<file path="src/rtl/dbt_pkg.sv">
`timescale 1ns/1ps
package dbt_pkg;
    parameter int CNT_W = 16;

    typedef logic [CNT_W-1:0] tval_t;

    typedef enum logic {
        CM_UP     = 1'b0,
        CM_UPDOWN = 1'b1
    } count_mode_e;

    typedef enum logic [1:0] {
        LD_NOW         = 2'b00,
        LD_AT_ZERO     = 2'b01,
        LD_ZERO_OR_HIT = 2'b10,
        LD_AT_HIT      = 2'b11
    } load_mode_e;

    typedef enum logic [1:0] {
        EDGE_OFF  = 2'b00,
        EDGE_RISE = 2'b01,
        EDGE_FALL = 2'b10,
        EDGE_ANY  = 2'b11
    } edge_sel_e;

    typedef struct packed {
        tval_t cmp;
        tval_t shadow;
        logic  pending;
    } chan_state_t;

    function automatic logic edge_hit(edge_sel_e sel, logic prev, logic cur);
        logic hit;
        case (sel)
            EDGE_RISE: hit = !prev && cur;
            EDGE_FALL: hit = prev && !cur;
            EDGE_ANY:  hit = prev != cur;
            default:   hit = 1'b0;
        endcase
        return hit;
    endfunction

    function automatic logic load_trigger(load_mode_e m, count_mode_e cm,
                                          tval_t cnt, tval_t shadow);
        logic t;
        case (m)
            LD_NOW:         t = 1'b1;
            LD_AT_ZERO:     t = (cnt == '0);
            LD_ZERO_OR_HIT: t = (cnt == '0) || (cm == CM_UPDOWN && cnt == shadow);
            default:        t = (cnt == shadow);
        endcase
        return t;
    endfunction
endpackage

</file>
<file path="src/rtl/dbt_counter.sv">
`timescale 1ns/1ps
module dbt_counter
    import dbt_pkg::*;
(
    input  logic        clk,
    input  logic        rst,
    input  logic        run,
    input  count_mode_e mode,
    input  tval_t       period,
    output tval_t       count
);
    tval_t cnt_q, cnt_d;
    logic  dir_up_q, dir_up_d;

    always_comb begin
        cnt_d    = cnt_q;
        dir_up_d = dir_up_q;
        if (run) begin
            if (mode == CM_UP) begin
                dir_up_d = 1'b1;
                cnt_d    = (cnt_q >= period) ? '0 : cnt_q + 1'b1;
            end else if (dir_up_q) begin
                if (cnt_q >= period) begin
                    dir_up_d = 1'b0;
                    cnt_d    = (cnt_q == '0) ? '0 : cnt_q - 1'b1;
                end else begin
                    cnt_d = cnt_q + 1'b1;
                end
            end else begin
                if (cnt_q == '0) begin
                    dir_up_d = 1'b1;
                    cnt_d    = (period == '0) ? '0 : tval_t'(1);
                end else begin
                    cnt_d = cnt_q - 1'b1;
                end
            end
        end
    end

    always_ff @(posedge clk) begin
        if (rst) begin
            cnt_q    <= '0;
            dir_up_q <= 1'b1;
        end else begin
            cnt_q    <= cnt_d;
            dir_up_q <= dir_up_d;
        end
    end

    assign count = cnt_q;

    p_up_wrap_r2: assert property (@(posedge clk) disable iff (rst)
        (run && mode == CM_UP && count >= period) |=> (count == '0));
    p_up_step_r2: assert property (@(posedge clk) disable iff (rst)
        (run && mode == CM_UP && count < period) |=> (count == $past(count) + 1'b1));
    p_hold_r2: assert property (@(posedge clk) disable iff (rst)
        !run |=> $stable(count));
    p_ud_turn_r3: assert property (@(posedge clk) disable iff (rst)
        (run && mode == CM_UPDOWN && count == period && period != '0)
        |=> (count == $past(period) - 1'b1));
endmodule

</file>
<file path="src/rtl/dbt_channel.sv">
`timescale 1ns/1ps
module dbt_channel
    import dbt_pkg::*;
#(
    parameter bit IS_PERIOD = 1'b0
) (
    input  logic        clk,
    input  logic        rst,
    input  tval_t       count,
    input  tval_t       period,
    input  count_mode_e cmode,
    input  logic        wr_hit,
    input  tval_t       wr_data,
    input  logic        capture_mode,
    input  load_mode_e  ld_mode,
    input  edge_sel_e   edge_sel,
    input  logic        cap_in,
    output tval_t       reg_q,
    output tval_t       shadow_q,
    output logic        pwm_q
);
    logic        cap_prev, cap_evt, new_valid, trig;
    tval_t       new_val;
    chan_state_t st_q, st_d;

    always_ff @(posedge clk) begin
        if (rst) cap_prev <= 1'b0;
        else     cap_prev <= cap_in;
    end

    assign cap_evt   = capture_mode && edge_hit(edge_sel, cap_prev, cap_in);
    assign new_valid = wr_hit || cap_evt;
    assign new_val   = wr_hit ? wr_data : count;
    assign trig      = load_trigger(ld_mode, cmode, count, st_q.shadow);

    always_comb begin
        st_d = st_q;
        if (new_valid) begin
            st_d.cmp = new_val;
            if (ld_mode == LD_NOW) begin
                st_d.shadow  = new_val;
                st_d.pending = 1'b0;
            end else begin
                if (st_q.pending && trig) st_d.shadow = st_q.cmp;
                st_d.pending = 1'b1;
            end
        end else if (st_q.pending && trig) begin
            st_d.shadow  = st_q.cmp;
            st_d.pending = 1'b0;
        end
    end

    always_ff @(posedge clk) begin
        if (rst) st_q <= '0;
        else     st_q <= st_d;
    end

    always_ff @(posedge clk) begin
        if (rst)                            pwm_q <= 1'b0;
        else if (IS_PERIOD || capture_mode) pwm_q <= 1'b0;
        else if (count == period)           pwm_q <= 1'b1;
        else if (count == st_q.shadow)      pwm_q <= 1'b0;
    end

    assign reg_q    = st_q.cmp;
    assign shadow_q = st_q.shadow;

    p_now_load_r5: assert property (@(posedge clk) disable iff (rst)
        (wr_hit && ld_mode == LD_NOW) |=> (shadow_q == $past(wr_data)));
    p_shadow_quiet_r9: assert property (@(posedge clk) disable iff (rst)
        (!wr_hit && !cap_evt && !st_q.pending) |=> $stable(shadow_q));
    p_capture_r11: assert property (@(posedge clk) disable iff (rst)
        (cap_evt && !wr_hit) |=> (reg_q == $past(count)));
    p_set_r10: assert property (@(posedge clk) disable iff (rst)
        (!IS_PERIOD && !capture_mode && count == period) |=> pwm_q);
    p_cap_quiet_r12: assert property (@(posedge clk) disable iff (rst)
        capture_mode |=> !pwm_q);
endmodule

</file>
<file path="src/rtl/dbuf_timer.sv">
`timescale 1ns/1ps
module dbuf_timer
    import dbt_pkg::*;
#(
    parameter int NUM_CH = 3,
    localparam int SEL_W = $clog2(NUM_CH)
) (
    input  logic                    clk,
    input  logic                    rst,
    input  logic                    run,
    input  logic                    count_mode,
    input  logic                    wr_en,
    input  logic [SEL_W-1:0]        wr_sel,
    input  logic [CNT_W-1:0]        wr_data,
    input  logic [NUM_CH-1:0]       chan_capture,
    input  logic [2*NUM_CH-1:0]     load_mode,
    input  logic [2*NUM_CH-1:0]     edge_sel,
    input  logic [NUM_CH-1:0]       cap_in,
    output logic [CNT_W-1:0]        count,
    output logic [CNT_W*NUM_CH-1:0] chan_reg,
    output logic [CNT_W*NUM_CH-1:0] chan_shadow,
    output logic [NUM_CH-1:0]       pwm_out
);
    tval_t       cnt;
    tval_t       shadow_arr [NUM_CH];
    tval_t       reg_arr    [NUM_CH];
    count_mode_e cmode;

    assign cmode = count_mode_e'(count_mode);

    dbt_counter u_counter (
        .clk    (clk),
        .rst    (rst),
        .run    (run),
        .mode   (cmode),
        .period (shadow_arr[0]),
        .count  (cnt)
    );

    for (genvar g = 0; g < NUM_CH; g++) begin : g_ch
        logic hit;
        assign hit = wr_en && (wr_sel == SEL_W'(g));

        dbt_channel #(.IS_PERIOD(g == 0)) u_ch (
            .clk          (clk),
            .rst          (rst),
            .count        (cnt),
            .period       (shadow_arr[0]),
            .cmode        (cmode),
            .wr_hit       (hit),
            .wr_data      (wr_data),
            .capture_mode (chan_capture[g]),
            .ld_mode      (load_mode_e'(load_mode[2*g +: 2])),
            .edge_sel     (edge_sel_e'(edge_sel[2*g +: 2])),
            .cap_in       (cap_in[g]),
            .reg_q        (reg_arr[g]),
            .shadow_q     (shadow_arr[g]),
            .pwm_q        (pwm_out[g])
        );

        assign chan_reg[CNT_W*g +: CNT_W]    = reg_arr[g];
        assign chan_shadow[CNT_W*g +: CNT_W] = shadow_arr[g];
    end

    assign count = cnt;

    p_ch0_quiet_r10: assert property (@(posedge clk) disable iff (rst)
        !pwm_out[0]);
endmodule

</file>
<file path="config.mk">
export PLATFORM = sky130hd
export DESIGN_NAME = dbuf_timer
export DESIGN_NICKNAME = d
export VERILOG_FILES = /design/src/rtl/dbt_pkg.sv /design/src/rtl/dbt_counter.sv /design/src/rtl/dbt_channel.sv /design/src/rtl/dbuf_timer.sv
export SDC_FILE = /design/constraint.sdc
export NUM_CORES = 1
export LEC_CHECK = 0
export ABC_AREA = 1
export BUFFER_PORTS_ARGS = -buffer_cell sky130_fd_sc_hd__buf_2
export CORE_ASPECT_RATIO = 0.75
export CORE_MARGIN = 4
export CORE_UTILIZATION = 57
export DETAILED_ROUTE_END_ITERATION = 10
export HOLD_SLACK_MARGIN = 0.03
export PLACE_DENSITY = 0.81
export SKIP_LAST_GASP = 1
export SLEW_MARGIN = 20
export SYNTH_ARGS = -nofsm -noshare
export SYNTH_HDL_FRONTEND = slang
export SYNTH_SLANG_ARGS = --single-unit
</file>
<file path="constraint.sdc">
create_clock -name clk -period 2.8 [get_ports clk]
set_clock_uncertainty 0.2 [all_clocks]
set_input_delay 0.42 -clock clk [delete_from_list [all_inputs] [get_ports clk]]
set_output_delay 0.42 -clock clk [all_outputs]
set_load 0.005 [all_outputs]
</file>
==> results_dict.tcl, run 1 <==
set metrics [dict create \
    worstHoldPathCells 3 \
    crit_chain "inv_1, ha_1, nand2_1, nor2_1, nand4_1, nor2_2, nand2_1, nand3b_2, nand2_4, nor2_2, nor2_1, a21oi_1" \
    n_antenna_cell 0 \
    endpoint_kind "register" \
    via_per_inst 5.54 \
    grt_use_total 0.313 \
    ant_nets 0 \
    critPathRequiredTime_ps 2920 \
    grt-ovfl-total 0 \
    coreArea_um2 14600 \
    ys_seq_elements 121 \
    synth_simple_gate_area_share 0.293 \
    cap_violations 0 \
    drive_gt1_frac 0.199 \
    timing.hold.ws_ps 40.6 \
    synth_top_area_share 0.282 \
    hold_end "g_ch[2].u_ch.cap_prev$_SDFF_PP0_" \
    layout_commonest_cell "nor2_1" \
    clock_latency_ps 420 \
    dr.first_iter.drc_count 1205 \
    synth_compound_gate_area_share 0.157 \
    cts_root_buf "clkbuf_16" \
    crit_type "register to register" \
    port_buffers 154 \
    arrival_ps 2830 \
    r2r_cells 12 \
    yosys.area.top_type "dfxtp_1" \
    fmaxAchievable_mhz 368 \
    power_density_nw_per_um2 605 \
    drtPass1Iterations 6 \
    grt_max_degree 50 \
    yosys_warnings 0 \
    dr_total_vias 8769 \
    synth_cell_type_count 40 \
    critPathMaxStageDelay_ps 440 \
    die_h_um 114 \
    fillers 1380 \
    total_power_mw 5.73 \
    start_kind "register" \
    cts_tree "yes" \
    critPathMaxFanout 33 \
    grt_first_pass_wirelength_um 41900 \
    clockBufferDepth 2 \
    yosysSeqAreaShare 0.282 \
    io_pins 156 \
    finalWirelength_um 26800 \
    hold_viol 0 \
    syn_area_um2 8600 \
    synthAdderAreaFrac 0.0364 \
    die_w_um 150 \
    synthMuxAreaShare 0 \
    reg2reg_slack_ps 80 \
    synth_top_family_by_area "simple AND/OR/NAND/NOR gates" \
    routedWlPerCell_um 16.9 \
    dp_hpwl_um 19800 \
    nNetsFinal 1437 \
    rr_startpoint "g_ch[0].u_ch.shadow_q[14]$_SDFFE_PP0P_" \
    syn_avg_cell_area_um2 6.48 \
    rows 38 \
    finalMaxSlewViolations 0 \
    period_share 0.970 \
    setup_tns_ps 0 \
    final_cell_mix "233 x nor2_1, 214 x nand2_1, 154 x buf_2, 141 x o21ai_0, 121 x dfxtp_1" \
    status "complete, no violations" \
    rsz0062_at_grt "false" \
    worst_slew_pin_slew_ps 549 \
    min_from "cap_in[2]" \
    die-area_um2 17100 \
    drc 0 \
    place_congestion 0.963 \
    layout_min_cycle_time_ps 2720 \
    clk_pin_slew_ps 60 \
    clock_sinks 121 \
    grt_pass1_vias 7853 \
    irDropWorstVdd_uv 435 \
    synth_nets 1393 \
    synthTopCellsByArea "dfxtp_1 28%, nor2_1 10%, buf_4 9.3%" \
    r2r-end "g_ch[0].u_ch.shadow_q[12]$_SDFFE_PP0P_" \
    relSlewSlack 0.633 \
    synth_xor_area_frac 0.0448 \
    hold_class "input pin to register" \
    netlist_instances 1327 \
    area_delta_synth_final_pct 10.1 \
    tritoncts.num_buffers 17 \
    start_util 0.587 \
    setup_viol 0 \
    power_leakage_nw 4.88 \
    htree_levels 4 \
    slowest_stage "dfxtp_1" \
    antenna_found_initial 0 \
]
[final cells by class]
cell class | instances | area, um^2 | share of cell area
clock buffers | 19 | 443 | 0.0468
clock inverters | 13 | 169 | 0.0178
inverters | 108 | 408 | 0.0431
multi-input cells | 920 | 4580 | 0.484
flip-flops and latches | 121 | 2420 | 0.256
well taps | 200 | 250 | 0.0264
repair buffers | 203 | 1190 | 0.126
[report_power, final]
group	total [mW]	internal, mW	switching, mW
registers	1.97	1.86	0.116
clock network	2.30	1.43	0.868
logic	1.46	0.528	0.930
total	5.73	3.82	1.91
[worst max-delay path: cells and delay by family (launching register included)]
family                   cells  cell delay [ps]
AO/OA/AOI/OAI                1              230
AND/OR/NAND/NOR              9             1410
flip-flops                   1              440
adder cells (fa/ha/maj)      1              270
buffers and inverters        1               70
[routing by layer]
metal  vias to the layer above  routed length, um  global-route usage
met1                      3926              11100               0.440
met4                         0                716              0.0926
met3                        63               3410              0.0855
li1                       4244                  -                   -
met2                       536              11600               0.469
met5                         -                  0                   0
[what timing repair did]
action	in CTS	in global routing
resized for setup	0	1
endpoints found under the hold margin	2	0
setup buffers	0	0
endpoints found under the setup margin	0	11
hold buffers	2	0
[per-stage QoR]
step | util | instances | instance area, um^2 | worst slack, ps
2_1_floorplan | - | 1327 | 8600 | 605
3_3_place_gp | 0.603 | 1550 | 8830 | 232
3_5_place_dp | 0.603 | 1550 | 8830 | 179
4_1_cts | 0.646 | 1584 | 9460 | 133
5_1_grt | 0.646 | 1584 | 9470 | 19.3
6_report | 0.646 | 1584 | 9470 | 82.6
[worst max path at each step]
stage | startpoint | to | depth (start not counted)
2_1_floorplan | u_counter.count[0]$_SDFFE_PP0P_ | u_counter.count[13]$_SDFFE_PP0P_ | 16
3_3_place_gp | g_ch[0].u_ch.shadow_q[15]$_SDFFE_PP0P_ | g_ch[0].u_ch.shadow_q[12]$_SDFFE_PP0P_ | 12
3_5_place_dp | g_ch[0].u_ch.shadow_q[14]$_SDFFE_PP0P_ | g_ch[0].u_ch.shadow_q[12]$_SDFFE_PP0P_ | 12
4_1_cts | g_ch[0].u_ch.shadow_q[14]$_SDFFE_PP0P_ | g_ch[0].u_ch.shadow_q[12]$_SDFFE_PP0P_ | 12
5_1_grt | g_ch[0].u_ch.shadow_q[15]$_SDFFE_PP0P_ | g_ch[0].u_ch.shadow_q[12]$_SDFFE_PP0P_ | 12
6_report | g_ch[0].u_ch.shadow_q[14]$_SDFFE_PP0P_ | g_ch[0].u_ch.shadow_q[12]$_SDFFE_PP0P_ | 12
[state kept, by name (all words and copies together), names as in the netlist]
register and cells:
g_ch.u_ch.cap_prev 3, g_ch.u_ch.pwm_q 2, g_ch.u_ch.reg_q 48, g_ch.u_ch.shadow_q 48, g_ch.u_ch.st_q 3, u_counter.count 16, u_counter.dir_up_q 1
[cells in the mapped netlist]
library cell    n
a21oi_2         1
clkbuf_2        2
buf_6          14
a21oi_1       105
dfxtp_1       121
buf_4         107
clkbuf_1       42
nand3_2         6
xnor2_1        10
buf_2          13
nor4_1          4
xor2_1         34
o21ai_1         4
a31oi_1         1
nand3b_1        2
a21o_1          5
nand4_1         7
inv_1         100
nor2_2         17
nor3_1          9
nor2_4          1
nand3b_2        1
conb_1          1
inv_4           1
o21ai_0       141
o2111ai_1       3
clkinv_1        2
nor3_2          2
ha_1           25
inv_2           5
nor2_1        234
a21boi_0        1
nand2_1       214
nand2_2         2
nand2_4         3
nor3_4          1
o21ai_2         1
o21a_1          1
nand3_1        68
and3_1         16
[cell families (layout without fill, tap and decap cells)]
| kind of cell | Yosys count | count (layout) |
|---|---|---|
| adders and majority gates | 25 | 25 |
| and+or+nand+nor | 587 | 587 |
| DFF | 121 | 121 |
| xor gates and xnor gates | 44 | 44 |
| AOI/OAI and AO/OA | 263 | 263 |
| buffers and inverters | 286 | 343 |
| other | 1 | 1 |
Power figures use the tool's default switching activity.
==> run 2: changes to the inputs <==
- CORE_UTILIZATION: 57 -> 45
- PLACE_DENSITY: 0.81 -> 0.66
- SYNTH_HIERARCHICAL: default -> 1
==> run 2 against run 1 <==
Critical path depth up 1. Sequential cell count stayed put. Area after synthesis is 9.4% higher. Combinational power up 8%. Die area increased by 36%. Global-route usage fell by 5.0 points. Maximum frequency increased by 5.4%. Utilization is 13 points lower. Register-to-register slack better by 140 ps. Critical path type unchanged. Critical endpoint is now g_ch[1].u_ch/shadow_q[3]$_SDFFE_PP0P_. Largest power group unchanged. Highest routed layer unchanged.
==> results_dict.tcl, run 2 <==
set metrics [dict create \
    status "complete, no violations" \
    ant_nets 0 \
    clockBufferDepth 2 \
    die_h_um 133 \
    place_congestion 0.931 \
    fillers 2128 \
    fmaxAchievable_mhz 388 \
    ys_seq_elements 121 \
    grt_pass1_vias 8628 \
    port_buffers 154 \
    syn_avg_cell_area_um2 6.24 \
    ff_latch_area_um2 2420 \
    die-area_um2 23300 \
    postCtsSetupRepairBufs 0 \
    synth_cell_type_count 39 \
    hold_viol 0 \
    io_pins 156 \
    dp_hpwl_um 23700 \
    endpoint_kind "register" \
    critPathRequiredTime_ps 2940 \
    nNetsFinal 1647 \
    synth_top_area_share 0.257 \
    start_kind "register" \
    setup_tns_ps 0 \
    r2r-end "g_ch[1].u_ch/shadow_q[3]$_SDFFE_PP0P_" \
    layout_min_cycle_time_ps 2580 \
    die_w_um 175 \
    fin_cells 1877 \
    cts_root_buf "clkbuf_16" \
    period_share 0.920 \
    relSlewSlack 0.510 \
    synthFlopType "dfxtp_1" \
    tritoncts.num_buffers 17 \
    netlist_instances 1508 \
    coreArea_um2 20400 \
    placed_cell_area_um2 9910 \
    clock_sinks 121 \
    grt_use_total 0.263 \
    yosys_warnings 6 \
    power_leakage_nw 5.07 \
    dr.first_iter.drc_count 1119 \
    p_switching_mw 2.02 \
    area_delta_synth_final_pct 12.2 \
    syn_area_um2 9410 \
    p_int_mw 3.95 \
    rsz0062_at_grt "false" \
    worst_slew_pin_slew_ps 736 \
    synth_edf_count 0 \
    fin_util 0.518 \
    drtPass1Iterations 5 \
    rows 45 \
    clk_pin_slew_ps 70 \
    drive_gt1_frac 0.209 \
    routedWlPerCell_um 16.9 \
    synthTopCellsByArea "dfxtp_1 26%, nand2_1 16%, o21ai_0 8.8%" \
    r2r_cells 13 \
    hold_class "input pin to register" \
    grt_max_degree 43 \
    p_seq_frac 0.324 \
    clock_latency_ps 420 \
    placedCellCount 1844 \
    worstHoldPathCells 3 \
    p_sw_frac 0.338 \
    combinationalPowerShare 0.265 \
    critPathMaxFanout 18 \
    setup_viol 0 \
    yosys.area.top_type "dfxtp_1" \
    synth_common_cells "404 x nand2_1, 176 x inv_1, 165 x o21ai_0" \
    hold_end "g_ch[1].u_ch/cap_prev$_SDFF_PP0_" \
    dr_total_vias 9905 \
    final_cell_mix "404 x nand2_1, 176 x inv_1, 165 x o21ai_0, 154 x buf_2, 121 x dfxtp_1" \
    finalWirelength_um 31700 \
    post_cts_resized 0 \
    reg2reg_slack_ps 220 \
    yosysSeqAreaShare 0.257 \
    multi_input_area_um2 5230 \
    crit_type "register to register" \
    grt-ovfl-total 0 \
    grt_first_pass_wirelength_um 48400 \
    synth.most_common_cell "nand2_1" \
    synth_nets 1574 \
    layout_commonest_cell "nand2_1" \
    htree_levels 4 \
    drc 0 \
    min_from "cap_in[1]" \
    power_density_nw_per_um2 565 \
    final_area_um2 10600 \
    antenna_found_initial 0 \
    rr_startpoint "u_counter/count[6]$_SDFFE_PP0P_" \
    pwr-share-clk 0.411 \
    arrival_ps 2710 \
    start_util 0.462 \
    finalMaxSlewViolations 0 \
    via_per_inst 5.28 \
    irDropWorstVdd_uv 444 \
    cts_tree "yes" \
    postCtsHoldBufs 0 \
    cap_violations 0 \
    async_flop_share 0 \
]
## run 2: changes by cell type in the layout (fill, tap and decap cells not counted), sizes merged, moves of 16 or more
cell,change
nor2,-154
nand4,+21
o21ai,+30
inv,+90
a21oi,+17
and3,-16
nand2,+210
## run 2: cell type report
type	count	area share
multi-input cells	1039	0.495
diodes	1	0.000237
repair buffers	207	0.111
flip-flops and latches	121	0.229
well taps	282	0.0334
clock buffers	20	0.0442
inverters	195	0.0693
clock inverters	12	0.0175
## run 2: worst max path at each step
stage	start	end	cells after the start
3_3_place_gp	u_counter/count[6]$_SDFFE_PP0P_	g_ch[0].u_ch/shadow_q[2]$_SDFFE_PP0P_	13
6_report	u_counter/count[6]$_SDFFE_PP0P_	g_ch[1].u_ch/shadow_q[3]$_SDFFE_PP0P_	13
2_1_floorplan	u_counter/count[13]$_SDFFE_PP0P_	u_counter/count[15]$_SDFFE_PP0P_	11
5_1_grt	u_counter/count[6]$_SDFFE_PP0P_	g_ch[1].u_ch/shadow_q[3]$_SDFFE_PP0P_	13
4_1_cts	u_counter/count[6]$_SDFFE_PP0P_	g_ch[1].u_ch/shadow_q[3]$_SDFFE_PP0P_	13
3_5_place_dp	u_counter/count[6]$_SDFFE_PP0P_	g_ch[1].u_ch/shadow_q[3]$_SDFFE_PP0P_	13
## run 2: cells by family after synthesis
| kind of cell | synth area share |
|---|---|
| compound gates | 0.174 |
| xor+xnor | 0.0326 |
| fa+ha+maj | 0.0332 |
| buf+inv | 0.187 |
| flops | 0.257 |
| other cells | 0.000398 |
| simple gates | 0.316 |
## run 2: routing by layer
layer  global-route usage  vias to the layer above  wire (um)
met5                    0                        -          0
met4               0.0711                        0        614
met3               0.0613                       41       3380
met2                0.392                      498      13300
met1                0.380                     4488      14400
li1                     -                     4878          -
## run 2: critical path: stages, from the launching register on
cell     delay (ps)
dfxtp_1         680
buf_4           250
inv_1            90
nand2_1          70
nand2_1          50
nor2_1           90
nand2_1          70
nor2_2          120
nand2_1         110
a21oi_2         190
nand2_4         180
nand2_8         160
nand2_1          80
a21oi_1         130
## run 2: power groups by stage
stage	clock [mW]	combinational (mW)	sequential, mW
finish	2.46	1.58	1.93
global route	2.57	1.75	1.95
CTS	2.48	1.55	1.93
detailed placement	0	1.54	1.97
global placement	0	1.52	1.97
floorplan	0	1.10	1.98
## run 2: through the flow
step | hold slack (ps) | worst slack (ps) | power [mW]
2_1_floorplan | 239 | 613 | 3.09
3_3_place_gp | 251 | 338 | 3.49
3_5_place_dp | 254 | 297 | 3.51
4_1_cts | 30.9 | 264 | 5.96
5_1_grt | 44.8 | 15.3 | 6.27
6_report | 41.4 | 223 | 5.97
